--- src/rtl/pm_pkg.sv ---
package pm_pkg;
  localparam int B_SPACE = 0;
  localparam int B_PEN   = 1;
  localparam int B_LONLY = 2;
  localparam int B_ERASE = 3;
  localparam int B_RDGO  = 4;
  localparam int B_WRGO  = 5;
  localparam int B_ERR   = 6;
  localparam int B_FIXED = 7;
endpackage

--- src/rtl/pm_ctrl_reg.sv ---
module pm_ctrl_reg import pm_pkg::*; #(
  parameter int AW        = 8,
  parameter int ROW_AW    = 3,
  parameter int OP_CYCLES = 16
) (
  input  logic              clk,
  input  logic              rst_n,
  input  logic              reg_we,
  input  logic [7:0]        reg_wdata,
  input  logic [AW-1:0]     addr,
  output logic [7:0]        reg_rdata,
  output logic              rd_go,
  output logic              space_sel,
  output logic              latch_load,
  output logic              commit,
  output logic              erase,
  output logic              abort,
  output logic [AW-ROW_AW-1:0] op_row,
  output logic              op_space
);
  localparam int CW = $clog2(OP_CYCLES + 1);

  logic          pen, lonly, erase_en, wr_go, err, busy, op_erase;
  logic [CW-1:0] cnt;
  logic          idle, start, go_busy, finish;
  logic          unused_bits;

  assign unused_bits = reg_wdata[B_FIXED];
  assign idle    = !wr_go && !rd_go;
  assign start   = wr_go && !busy;
  assign go_busy = erase_en || !lonly;
  assign finish  = rst_n && busy && (cnt == '0);

  assign latch_load = rst_n && start && !erase_en;
  assign commit     = finish && !op_erase;
  assign erase      = finish && op_erase;
  assign abort      = !rst_n && busy;

  always_comb begin
    reg_rdata          = '0;
    reg_rdata[B_SPACE] = space_sel;
    reg_rdata[B_PEN]   = pen;
    reg_rdata[B_LONLY] = lonly;
    reg_rdata[B_ERASE] = erase_en;
    reg_rdata[B_RDGO]  = rd_go;
    reg_rdata[B_WRGO]  = wr_go;
    reg_rdata[B_ERR]   = err;
    reg_rdata[B_FIXED] = 1'b1;
  end

  always_ff @(posedge clk) begin
    if (!rst_n) begin
      space_sel <= 1'b0;
      pen       <= 1'b0;
      lonly     <= 1'b0;
      erase_en  <= 1'b0;
      rd_go     <= 1'b0;
      wr_go     <= 1'b0;
      busy      <= 1'b0;
      op_erase  <= 1'b0;
      cnt       <= '0;
      err       <= err | busy;
    end else begin
      if (rd_go) rd_go <= 1'b0;
      if (idle && reg_we) begin
        space_sel <= reg_wdata[B_SPACE];
        pen       <= reg_wdata[B_PEN];
        lonly     <= reg_wdata[B_LONLY];
        erase_en  <= reg_wdata[B_ERASE];
        rd_go     <= reg_wdata[B_RDGO];
        wr_go     <= reg_wdata[B_WRGO] && !reg_wdata[B_RDGO] && reg_wdata[B_PEN];
        err       <= reg_wdata[B_ERR] || (reg_wdata[B_WRGO] && !reg_wdata[B_RDGO]);
      end else if (start) begin
        if (!go_busy) begin
          wr_go <= 1'b0;
          err   <= 1'b0;
        end else begin
          busy     <= 1'b1;
          cnt      <= CW'(OP_CYCLES - 1);
          op_erase <= erase_en;
        end
      end else if (busy) begin
        if (cnt == '0) begin
          busy  <= 1'b0;
          wr_go <= 1'b0;
          err   <= 1'b0;
          if (op_erase) erase_en <= 1'b0;
        end else begin
          cnt <= cnt - 1'b1;
        end
      end
    end
  end

  // Target row is kept through reset so an abort can reach it.
  always_ff @(posedge clk) begin
    if (rst_n && start && go_busy) begin
      op_row   <= addr[AW-1:ROW_AW];
      op_space <= space_sel;
    end
  end

  p_rd_go_self_clears_r3: assert property (@(posedge clk) disable iff (!rst_n)
    rd_go |=> !rd_go);
  p_start_needs_enable_r7: assert property (@(posedge clk) disable iff (!rst_n)
    $rose(wr_go) |-> pen);
  p_busy_holds_wr_go_r5: assert property (@(posedge clk) disable iff (!rst_n)
    busy |-> wr_go);
  p_start_raises_err_r8: assert property (@(posedge clk) disable iff (!rst_n)
    $rose(wr_go) |-> err);
  p_erase_done_clears_sel_r6: assert property (@(posedge clk) disable iff (!rst_n)
    erase |=> !erase_en && !wr_go);
  p_busy_ignores_writes_r11: assert property (@(posedge clk) disable iff (!rst_n)
    (wr_go && reg_we) |=> $stable(space_sel) && $stable(pen) && $stable(lonly) && !rd_go);
endmodule

--- src/rtl/pm_write_latches.sv ---
module pm_write_latches #(
  parameter int DW     = 14,
  parameter int ROW_AW = 3
) (
  input  logic                         clk,
  input  logic                         rst_n,
  input  logic                         load,
  input  logic [ROW_AW-1:0]            idx,
  input  logic [DW-1:0]                data,
  input  logic                         clear,
  output logic [(1<<ROW_AW)-1:0][DW-1:0] q
);
  localparam int ROW_WORDS = 1 << ROW_AW;

  for (genvar g = 0; g < ROW_WORDS; g++) begin : g_lat
    always_ff @(posedge clk) begin
      if (!rst_n || clear)                    q[g] <= '1;
      else if (load && idx == ROW_AW'(g))     q[g] <= data;
    end
  end

  p_one_latch_per_load_r4: assert property (@(posedge clk) disable iff (!rst_n)
    (load && !clear) |=> q[$past(idx)] == $past(data));
endmodule

--- src/rtl/pm_store.sv ---
module pm_store #(
  parameter int DW     = 14,
  parameter int AW     = 8,
  parameter int ROW_AW = 3
) (
  input  logic                           clk,
  input  logic                           rst_n,
  input  logic                           rd_en,
  input  logic                           rd_space,
  input  logic [AW-1:0]                  addr,
  input  logic                           commit,
  input  logic                           erase,
  input  logic                           abort,
  input  logic [AW-ROW_AW-1:0]           row,
  input  logic                           space,
  input  logic [(1<<ROW_AW)-1:0][DW-1:0] lat,
  output logic [DW-1:0]                  rdata,
  output logic                           rd_valid
);
  localparam int ROW_WORDS = 1 << ROW_AW;
  localparam int WORDS     = 1 << AW;

  logic [DW-1:0] main_mem [WORDS];
  logic [DW-1:0] cfg_mem  [ROW_WORDS];

  always_ff @(posedge clk) begin
    if (commit || erase || abort) begin
      for (int i = 0; i < ROW_WORDS; i++) begin
        if (space) cfg_mem[i] <= commit ? lat[i] : '1;
        else       main_mem[{row, ROW_AW'(i)}] <= commit ? lat[i] : '1;
      end
    end
  end

  always_ff @(posedge clk) begin
    if (rd_en) rdata <= rd_space ? cfg_mem[addr[ROW_AW-1:0]] : main_mem[addr];
  end

  always_ff @(posedge clk) begin
    if (!rst_n) rd_valid <= 1'b0;
    else        rd_valid <= rd_en;
  end

  p_valid_follows_start_r3: assert property (@(posedge clk) disable iff (!rst_n)
    rd_valid |-> $past(rd_en));
endmodule

--- src/rtl/pm_wr_ctrl.sv ---
module pm_wr_ctrl #(
  parameter int DW        = 14,
  parameter int AW        = 8,
  parameter int ROW_AW    = 3,
  parameter int OP_CYCLES = 16
) (
  input  logic          clk,
  input  logic          rst_n,
  input  logic          reg_we,
  input  logic [7:0]    reg_wdata,
  output logic [7:0]    reg_rdata,
  input  logic [AW-1:0] addr,
  input  logic [DW-1:0] wdata,
  output logic [DW-1:0] rdata,
  output logic          rd_valid
);
  localparam int RW = AW - ROW_AW;

  logic          rd_go, space_sel, latch_load, commit, erase, abort, op_space;
  logic [RW-1:0] op_row;
  logic [(1<<ROW_AW)-1:0][DW-1:0] lat;

  pm_ctrl_reg #(.AW(AW), .ROW_AW(ROW_AW), .OP_CYCLES(OP_CYCLES)) u_ctrl (
    .clk(clk), .rst_n(rst_n), .reg_we(reg_we), .reg_wdata(reg_wdata), .addr(addr),
    .reg_rdata(reg_rdata), .rd_go(rd_go), .space_sel(space_sel),
    .latch_load(latch_load), .commit(commit), .erase(erase), .abort(abort),
    .op_row(op_row), .op_space(op_space)
  );

  pm_write_latches #(.DW(DW), .ROW_AW(ROW_AW)) u_lat (
    .clk(clk), .rst_n(rst_n), .load(latch_load), .idx(addr[ROW_AW-1:0]),
    .data(wdata), .clear(commit), .q(lat)
  );

  pm_store #(.DW(DW), .AW(AW), .ROW_AW(ROW_AW)) u_store (
    .clk(clk), .rst_n(rst_n), .rd_en(rd_go), .rd_space(space_sel), .addr(addr),
    .commit(commit), .erase(erase), .abort(abort), .row(op_row), .space(op_space),
    .lat(lat), .rdata(rdata), .rd_valid(rd_valid)
  );

  p_fixed_bit_r1: assert property (@(posedge clk) reg_rdata[7] == 1'b1);
endmodule

--- config.mk ---
export PLATFORM = sky130hd
export DESIGN_NAME = pm_wr_ctrl
export DESIGN_NICKNAME = d
export VERILOG_FILES = /design/src/rtl/pm_pkg.sv /design/src/rtl/pm_ctrl_reg.sv /design/src/rtl/pm_write_latches.sv /design/src/rtl/pm_store.sv /design/src/rtl/pm_wr_ctrl.sv
export SDC_FILE = /design/constraint.sdc
export NUM_CORES = 2
export LEC_CHECK = 0
export BUFFER_PORTS_ARGS = -buffer_cell sky130_fd_sc_hd__buf_2
export CORE_AREA = 4 4 585 587
export CTS_BUF_LIST = sky130_fd_sc_hd__clkbuf_4 sky130_fd_sc_hd__clkbuf_8 sky130_fd_sc_hd__clkbuf_16
export DETAILED_ROUTE_END_ITERATION = 6
export DIE_AREA = 0 0 589 591
export PLACE_DENSITY = 0.59
export SYNTH_ARGS = -nofsm -noshare
export SYNTH_HDL_FRONTEND = slang
export SYNTH_HIERARCHICAL = 1
export SYNTH_SLANG_ARGS = --single-unit
--- constraint.sdc ---
create_clock -name clk -period 11.08 [get_ports clk]
set_clock_uncertainty 0.2 [all_clocks]
set_input_delay 1.108 -clock clk [delete_from_list [all_inputs] [get_ports clk]]
set_output_delay 1.108 -clock clk [all_outputs]
set_load 0.02 [all_outputs]
==> results.json <==
{
  "outcome": "finished, final reports clean",
  "synth_area_um2": 148000,
  "power.leakage_nw": 62.1,
  "cts.root.buffer_cell": "clkbuf_16",
  "cts_sinks": 3843,
  "holdWs_ns": 0.174,
  "fin_ws_ns": 5.47,
  "vias": 71571,
  "final_cells": 11850,
  "gp_congestion": 0.764,
  "h-tree-depth": 5,
  "die_w_um": 589,
  "p_seq_frac": 0.531,
  "critPathMaxStageDelay_ns": 0.96,
  "synth_top_cell_by_area": "edfxtp_1",
  "slew_violations": 0,
  "clockPowerShare": 0.443,
  "netlist_instances": 6696,
  "core_um2": 336000,
  "post-place-ws_ns": 4.92,
  "grt_pass1_wl_mm": 550,
  "synth_area_leaders": "edfxtp_1 76%, mux4_2 14%, mux2i_1 1.8%",
  "drt_iter0_drc": 8165,
  "cp-start-kind": "flop",
  "hold_viol": 0,
  "p_int_mw": 23.6,
  "grt_max_degree": 115,
  "crit_buf_inv": 2,
  "synth_top_area_frac": 0.755,
  "grt_pass1_vias": 73864,
  "grt_use_total": 0.221,
  "viasPerCell": 6.04,
  "p_sw_frac": 0.202,
  "synth_fp_nets": 6730,
  "timing.critical_path.to_type": "flop",
  "cts_made_buffers": 384,
  "ys_types": 69,
  "ys_ff_latch": 3843,
  "max_slew_margin": 0.0386,
  "maxCapViolations": 0,
  "cts_hold_buf": 0,
  "routed_wl_mm": 388,
  "dieArea_um2": 348000,
  "io-pin-count": 56,
  "finalSetupTns_ns": 0,
  "cts_tree": "yes",
  "post-cts-setup-buffer-count": 0,
  "cts.repair.resized": 0,
  "crit_fanout": 45,
  "rows": 213,
  "p_comb_frac": 0.025,
  "finalCritPeriodShare": 0.506,
  "placed_area_um2": 154000,
  "grt-ovfl-total": 0,
  "die_h_um": 591,
  "area_growth_syn_to_layout_pct": 13.1,
  "powerDensity_nw_per_um2": 177,
  "start_util": 0.439,
  "critPathKind": "flop to flop",
  "synthFlopType": "edfxtp_1",
  "remaining_drc_errors": 0,
  "yosysSeqAreaShare": 0.772,
  "antenna_left": 0,
  "insertion_delay_ns": 0.96,
  "required_ns": 11.45,
  "critPathTopFamily": "simple AND/OR/NAND/NOR gates",
  "hpwlAfterDp_mm": 208,
  "yosysWarnings": 6,
  "first_pass_iters": 5,
  "r2r_setup_slack_ns": 5.47,
  "rsz0062_at_grt": "no",
  "hold_path_class": "input port to flop",
  "critPathSlowestCell": "nor2_4",
  "peakVddDrop_mv": 0.135,
  "design_area_um2": 167000,
  "routedWlPerCell_um": 32.7,
  "async_flop_share": 0,
  "cp_data_arrival_time_ns": 5.98,
  "drive_above_1_share": 0.285,
  "setup_viol": 0,
  "tightest_slew_ns": 1.43,
  "synth_edf_count": 3717,
  "place_inst": 11126,
  "clk_pin_slew_worst_paths_ns": 0.06,
  "switchingPower_mw": 5.96,
  "fmax_mhz": 178,
  "cts.path.max_buffers": 4,
  "path_cells": "nor2b_1 > and2_4 > nand2_1 > nor2_4 > nor3_2 > nor3_1 > nand3_1 > nor2_4 > buf_4 > buf_4",
  "syn_avg_cell_area_um2": 22.1,
  "port-buffer-count": 53,
  "nets": 7031,
  "min_period_ns": 5.61,
  "antenna_found_initial": 16
}
==> layout make-up <==
type / instances / area [um2]
clock inverters: 208 / 2100
multi-input cells: 2414 / 31900
diodes: 11 / 27.5
repair buffers: 312 / 2380
fillers: 26912 / 169000
well taps: 4515 / 5650
clock buffers: 505 / 10800
inverters: 42 / 158
flip-flops and latches: 3843 / 114000
==> power groups by stage <==
stage	combinational [mW]	clock, mW	sequential [mW]
floorplan	0.476	0	16.0
global placement	0.763	0	16.0
detailed placement	0.764	0	16.0
CTS	0.764	13.4	15.7
global route	0.786	14.0	15.7
finish	0.753	13.1	15.7
==> final timing paths <==
path,cells after the start,from,end
hold / removal,3,reg_wdata[3],u_ctrl/erase_en
setup / recovery,10,u_ctrl/busy,u_store/main_mem[176][10]
setup reg to reg,10,u_ctrl/busy,u_store/main_mem[176][10]
hold reg to reg,2,u_ctrl/cnt[4],u_ctrl/cnt[4]
==> state kept, by name, summed over array words and instances, names as in the netlist <==
name,count
u_store/main_mem,3584
u_lat/q,112
u_store/cfg_mem,112
u_store/rdata,14
u_ctrl/cnt,5
u_ctrl/op_row,5
u_ctrl/busy,1
u_ctrl/erase_en,1
u_ctrl/err,1
u_ctrl/lonly,1
u_ctrl/op_erase,1
u_ctrl/op_space,1
u_ctrl/pen,1
u_ctrl/rd_go,1
u_ctrl/space_sel,1
u_ctrl/wr_go,1
u_store/rd_valid,1
==> cell families after synthesis <==
kind of cell	synth area share
compound gates	0.0183
xor+xnor	0.0000593
fa+ha+maj	0.0000847
buf+inv	0.0148
flops	0.772
mux	0.165
other cells	0.0000254
simple gates	0.0296
==> layout by cell type, fill, tap and decap left out, types with 15 or more instances in the layout <==
master,instances
edfxtp_1,3717
mux4_2,920
clkbuf_16,393
mux2i_1,267
buf_4,251
nand3_1,138
dfxtp_1,124
nor3b_1,112
nand2_1,110
clkbuf_4,99
nand2b_1,90
a22oi_1,90
mux2_2,83
o22ai_1,82
clkinv_1,74
a21oi_1,73
clkinv_2,66
nor2_1,50
nand4_1,49
buf_2,47
inv_1,41
nand2b_2,38
a211oi_1,36
bufinv_16,35
nor2_4,32
nor4_1,19
nor3b_2,16
nor2b_1,15
a31oi_1,15
==> through the flow <==
step / power [mW] / util
2_1_floorplan: 16.5 / -
3_3_place_gp: 16.8 / 0.459
3_5_place_dp: 16.8 / 0.459
4_1_cts: 29.8 / 0.497
5_1_grt: 30.5 / 0.497
6_report: 29.6 / 0.497
==> worst min-delay path: cells and delay by family <==
family / cells / cell delay (ns)
buf+inv: 1 / 0.08
simple gates: 2 / 0.12
==> cell usage after synthesis (5+ instances only) <==
master,number
a211oi_1,36
a21oi_1,73
a221oi_1,10
a22o_1,12
a22oi_1,90
a31oi_1,15
and2_1,6
and3_1,5
buf_1,44
buf_2,93
buf_4,71
buf_6,19
clkbuf_1,169
dfxtp_1,126
edfxtp_1,3717
inv_1,41
mux2_2,83
mux2i_1,267
mux4_2,920
nand2_1,112
nand2b_1,128
nand3_1,138
nand3b_1,7
nand4_1,49
nor2_1,82
nor2b_1,20
nor3_1,12
nor3b_1,114
nor3b_2,15
nor4_1,19
o2111ai_1,5
o211a_1,13
o211ai_1,6
o21ai_0,13
o221ai_1,10
o22a_1,5
o22ai_1,82
or2_2,7
or3_1,5
or4_1,7
==> metal layers <==
metal  share of wire  track usage  wire length (um)
met1            0.40        0.302            157000
met3           0.073       0.0366             28200
met5        0.000034            0                13
met2            0.50        0.371            192000
met4           0.027       0.0571             10500
Power figures use the tool's default switching activity.
